$ cat src/rtl/alarm_pkg.sv
package alarm_pkg;
  localparam int DATA_W   = 8;
  localparam int CNT_W    = 7;
  localparam int ADDR_W   = 4;
  localparam int NUM_FLD  = 6;
  localparam int FLD_BASE = 8;
  localparam int CTRL_IDX = 14;
  localparam int EN_BIT   = 7;
  localparam int FLAG_BIT = 0;
  localparam int AIE_BIT  = 3;

  typedef enum logic [2:0] {
    F_SEC  = 3'd0,
    F_MIN  = 3'd1,
    F_HOUR = 3'd2,
    F_WDAY = 3'd3,
    F_MDAY = 3'd4,
    F_MON  = 3'd5
  } field_e;
endpackage

$ cat src/rtl/alarm_field.sv
module alarm_field
  import alarm_pkg::*;
#(
  parameter int DW = DATA_W,
  parameter int CW = CNT_W
) (
  input  logic          clk,
  input  logic          rst,
  input  logic          wr,
  input  logic [DW-1:0] wdata,
  input  logic [CW-1:0] cnt,
  output logic [DW-1:0] reg_q,
  output logic          en,
  output logic          hit
);
  always_ff @(posedge clk) begin
    if (rst) reg_q <= '0;
    else if (wr) reg_q <= wdata;
  end

  assign en  = reg_q[EN_BIT];
  // a disabled field never blocks the match
  assign hit = !en || (reg_q[CW-1:0] == cnt);
endmodule

$ cat src/rtl/alarm_ctrl.sv
module alarm_ctrl
  import alarm_pkg::*;
#(
  parameter int DW = DATA_W
) (
  input  logic          clk,
  input  logic          rst,
  input  logic          ctrl_wr,
  input  logic [DW-1:0] wdata,
  input  logic          tick,
  input  logic          match,
  output logic          flag_q,
  output logic          aie_q,
  output logic          irq_q
);
  logic flag_d, aie_d;

  always_comb begin
    flag_d = flag_q;
    if (ctrl_wr && !wdata[FLAG_BIT]) flag_d = 1'b0;
    // hardware set overrides a clear in the same cycle
    if (tick && match) flag_d = 1'b1;
    aie_d = ctrl_wr ? wdata[AIE_BIT] : aie_q;
  end

  always_ff @(posedge clk) begin
    if (rst) begin
      flag_q <= 1'b0;
      aie_q  <= 1'b0;
      irq_q  <= 1'b0;
    end else begin
      flag_q <= flag_d;
      aie_q  <= aie_d;
      irq_q  <= flag_d && aie_d;
    end
  end
endmodule

$ cat src/rtl/bcd_alarm_cmp.sv
module bcd_alarm_cmp
  import alarm_pkg::*;
#(
  parameter int DW = DATA_W,
  parameter int CW = CNT_W,
  parameter int AW = ADDR_W
) (
  input  logic          clk,
  input  logic          rst,
  input  logic          wr_en,
  input  logic [AW-1:0] addr,
  input  logic [DW-1:0] wdata,
  output logic [DW-1:0] rdata,
  input  logic          sec_tick,
  input  logic [CW-1:0] cnt_sec,
  input  logic [CW-1:0] cnt_min,
  input  logic [CW-1:0] cnt_hour,
  input  logic [CW-1:0] cnt_wday,
  input  logic [CW-1:0] cnt_mday,
  input  logic [CW-1:0] cnt_mon,
  output logic          alarm_irq
);
  localparam int NF = NUM_FLD;

  logic [CW-1:0] cnt_arr [NF];
  logic [DW-1:0] fld_q   [NF];
  logic [NF-1:0] en_vec, hit_vec;
  logic          any_en, all_hit, match;
  logic          ctrl_wr;
  logic          flag_q, aie_q;
  logic [DW-1:0] rd_mux;

  assign cnt_arr[F_SEC]  = cnt_sec;
  assign cnt_arr[F_MIN]  = cnt_min;
  assign cnt_arr[F_HOUR] = cnt_hour;
  assign cnt_arr[F_WDAY] = cnt_wday;
  assign cnt_arr[F_MDAY] = cnt_mday;
  assign cnt_arr[F_MON]  = cnt_mon;

  for (genvar i = 0; i < NF; i++) begin : g_fld
    logic fld_wr;
    assign fld_wr = wr_en && (addr == AW'(FLD_BASE + i));
    alarm_field #(.DW(DW), .CW(CW)) u_fld (
      .clk   (clk),
      .rst   (rst),
      .wr    (fld_wr),
      .wdata (wdata),
      .cnt   (cnt_arr[i]),
      .reg_q (fld_q[i]),
      .en    (en_vec[i]),
      .hit   (hit_vec[i])
    );
  end

  assign any_en  = |en_vec;
  assign all_hit = &hit_vec;
  assign match   = any_en && all_hit;
  assign ctrl_wr = wr_en && (addr == AW'(CTRL_IDX));

  alarm_ctrl #(.DW(DW)) u_ctrl (
    .clk     (clk),
    .rst     (rst),
    .ctrl_wr (ctrl_wr),
    .wdata   (wdata),
    .tick    (sec_tick),
    .match   (match),
    .flag_q  (flag_q),
    .aie_q   (aie_q),
    .irq_q   (alarm_irq)
  );

  always_comb begin
    rd_mux = '0;
    for (int i = 0; i < NF; i++)
      if (addr == AW'(FLD_BASE + i)) rd_mux = fld_q[i];
    if (addr == AW'(CTRL_IDX)) begin
      rd_mux[FLAG_BIT] = flag_q;
      rd_mux[AIE_BIT]  = aie_q;
    end
  end

  always_ff @(posedge clk) begin
    if (rst) rdata <= '0;
    else rdata <= rd_mux;
  end
endmodule

$ cat config.mk
export PLATFORM = sky130hd
export DESIGN_NAME = bcd_alarm_cmp
export DESIGN_NICKNAME = d
export VERILOG_FILES = /design/src/rtl/alarm_pkg.sv /design/src/rtl/alarm_field.sv /design/src/rtl/alarm_ctrl.sv /design/src/rtl/bcd_alarm_cmp.sv
export SDC_FILE = /design/constraint.sdc
export NUM_CORES = 1
export LEC_CHECK = 0
export BUFFER_PORTS_ARGS = -buffer_cell sky130_fd_sc_hd__buf_4
export CAP_MARGIN = 5
export CELL_PAD_IN_SITES_DETAIL_PLACEMENT = 0
export CELL_PAD_IN_SITES_GLOBAL_PLACEMENT = 1
export CORE_MARGIN = 10
export CORE_UTILIZATION = 40
export DETAILED_ROUTE_END_ITERATION = 6
export PLACE_DENSITY = 0.89
export SYNTH_ARGS = -nofsm -noshare
export SYNTH_HDL_FRONTEND = slang
export SYNTH_SLANG_ARGS = --single-unit
$ cat constraint.sdc
create_clock -name clk -period 1.8 [get_ports clk]
set_input_delay 0.36 -clock clk [delete_from_list [all_inputs] [get_ports clk]]
set_output_delay 0.36 -clock clk [all_outputs]
set_load 0.01 [all_outputs]
==> key figures <==
Synth
  • Synth Register Bits: 59
  • Post-synth top area cell: dfxtp_1
  • Yosys cell types: 45
  • Post-Syn Instances: 361
  • Synth area leaders: dfxtp_1, xnor2_1, nand3_1, nand2_1, a21oi_1
  • Seq/Total Area, Yosys: 38.6%
  • Post-Syn Area: 3060 sq um
  • Warnings, synthesis: 0
  • Mean post-synth cell area: 8.48 sq um
  • Yosys top cell area share: 38.6%
  • Syn Nets: 419

Cells and area
  • Area Growth Syn to Fin: 26.1%
  • Post-route cell area: 3860 sq um
  • ANT cells: 0
  • Share of layout cells above drive strength 1: 25.0%
  • Fin util: 52.7%
  • Nets: 486

Worst setup path
  • Worst Setup End Kind: flop
  • Crit path cell chain: xnor2_1, nand4_1, o41ai_1, nand4_1, o21ai_1
  • Worst Setup Path Type: reg -> reg
  • WP depth: 5
  • Worst-case reg-to-reg path depth: 5
  • CP Launch Type: flop
  • CP arrival: 1850 ps
  • CP peak stage delay: 410 ps
  • Origin of the worst setup path: g_fld[2].u_fld.reg_q[3]
  • Worst path slowest cell: o41ai_1
  • Largest fanout on the critical path: 3
  • Critical path data required time: 2070 ps
  • RR Startpoint: g_fld[2].u_fld.reg_q[3]
  • Worst Path Buf+Inv: 0
  • Crit-path leading delay family: compound AO/OA/AOI/OAI gates
  • Most common cell on crit path: nand4_1

Route
  • Number of vias in the routed layout: 2,903
  • DR WL/cell: 17.6 um
  • Routed vias/inst: 5.47
  • DRT Pass-1 Iters: 6
  • Number of routed nets with antenna violations: 0
  • DRC: 0
  • Iteration-0 DRC Markers: 258
  • Aggregate routed wire length: 9.34 mm

Clocking
  • Sink Count: 59
  • TritonCTS Buffers: 9
  • Clock transition at path regs: 70 ps
  • CTS Hold Bufs: 0
  • Max clock buf depth: 2
  • Clk_lat worst skew: 340 ps
  • # H-tree levels: 3
  • Post-CTS Setup Bufs: 0
  • Clk Tree Root Cell: clkbuf_8
  • CTS tree: done
  • Post-CTS Resized: 0

STA
  • Endpoints failing setup: 0
  • Final hold vios: 0
  • Final clock skew: 4.39 ps
  • RSZ-0062 raised after global routing: false
  • Slew HR: 65.3%
  • Slew @ Worst Pin: 514 ps
  • Setup_tns: 0 ps
  • Fin worst setup slack: 222 ps
  • Final period utilization: 87.7%
  • Slew Viols, Final: 0
  • Max Clock Freq: 0.634 GHz
  • Min cycle time layout: 1580 ps

Hold path
  • HP Class: in -> reg
  • Hold path start: wdata[7]
  • Hold path cells: 3

Die
  • Starting Density: 41.8%
  • Rows: 31
  • Die area: 11,600 sq um
  • Ports: 67
  • Core ar.: 7330 sq um
  • Die X: 107 um
  • Overall die height: 107 um

Placement
  • PortBufs: 66
  • RD Place Congestion: 0.879
  • Post-DP HPWL: 7.07 mm
  • Placed instance area: 3650 sq um
  • Placement Setup Slack: 81.4 ps

Pwr
  • Pwr dens: 770 nW/um^2
  • P_leak: 1.50 nW
  • Total Power: 2.97 mW
  • Worst IR Drop VDD: 0.329 mV

Global routing
  • First-pass GRT wire length: 14.6 mm
  • Aggregate global routing overflow: 0
  • Initial antenna violation count: 0
  • Tot GR Track Use: 16.1%
  • Number of global-route vias before repair: 2,721
  • Largest net degree at the start of global routing: 43

Outcome
  • Status: completed

Run
  • Max-Cap Viols: 0
## flip-flops by register name (all words and copies together), names as in the netlist
register           count
g_fld.u_fld.reg_q     48
u_ctrl.irq_q           1
u_ctrl.aie_q           1
rdata                  8
u_ctrl.flag_q          1
## tightest hold or removal path: cells and delay by family
family	cells	cell delay (ps)
buffers and inverters	1	150
AND/OR/NAND/NOR	1	70
AO/OA/AOI/OAI	1	50
## cell families after synthesis
logic type | count (synthesis) | synth area share [%]
AOI/OAI and AO/OA | 71 | 15.4
buffers and inverters | 26 | 4.74
DFF | 59 | 38.6
xor gates and xnor gates | 42 | 12.0
muxes | 18 | 6.29
and+or+nand+nor | 145 | 23.0
## Yosys cell counts (all sizes together)
cell,n
o22ai,1
a21o,1
dfxtp,59
and3,1
and4b,1
a211oi,2
inv,2
o41ai,6
a21oi,35
o211ai,1
nand2,50
nor2b,3
a22oi,6
nand2b,1
nand4,9
clkbuf,12
or4,1
mux2i,17
buf,12
and2,1
o2bb2ai,1
and3b,1
nor3,1
a311oi,6
nor3b,1
nor2,32
a222oi,1
xor2,18
o21ai,10
xnor2,24
nand3,40
nand4b,3
o31a,1
mux4,1
## cell usage in the layout, fill, tap and decap left out, types with 2 or more instances in the layout
| master | instances |
|---|---|
| nand2_1 | 49 |
| xor2_1 | 18 |
| o21ai_0 | 8 |
| nand4b_1 | 3 |
| o21ai_1 | 2 |
| a21oi_1 | 34 |
| buf_4 | 80 |
| a22oi_2 | 2 |
| o41ai_1 | 6 |
| a311oi_1 | 4 |
| a22oi_1 | 4 |
| dfxtp_1 | 59 |
| mux2i_1 | 17 |
| nand4_1 | 8 |
| clkbuf_8 | 13 |
| nor2b_2 | 2 |
| xnor2_1 | 24 |
| nand3_1 | 40 |
| inv_1 | 2 |
| nor2_1 | 31 |
| a311oi_2 | 2 |
## per-layer routing
layer / vias to the layer above / share of wire [%] / GRT usage, %
li1: 1414 / - / -
met3: 15 / 7.4 / 4.67
met5: - / 0 / 0
met4: 0 / 1.8 / 5.73
met1: 1352 / 44 / 21.4
met2: 122 / 47 / 24.2
## final timing paths
path	to	slack (ps)
min reg2reg	g_fld[4].u_fld.reg_q[0]	490
max reg2reg	u_ctrl.irq_q	220
min	g_fld[0].u_fld.reg_q[7]	330
max	u_ctrl.irq_q	220
## metrics by stage
step	cells	hold WS [ps]
CTS	531	319
floorplan	361	457
global placement	516	475
finish	531	331
global route	531	327
detailed placement	516	481
## final cells by class
class                           instances  area, sq um
Clock inverter                          1         30.0
Timing Repair Buffer                   80          601
Fill cell                             713         3470
Sequential cell                        59         1180
Multi-Input combinational cell        276         1740
Tap cell                               99          124
Inverter                                2         7.51
Clock buffer                           14          183
## report_power, final
group / internal, mW / leakage, nW / total (mW) / switching [mW]
registers: 1.32 / 0.476 / 1.34 / 0.0166
clock network: 0.784 / 0.109 / 1.29 / 0.503
logic: 0.165 / 0.914 / 0.347 / 0.182
(Power assumes the default switching activity.)
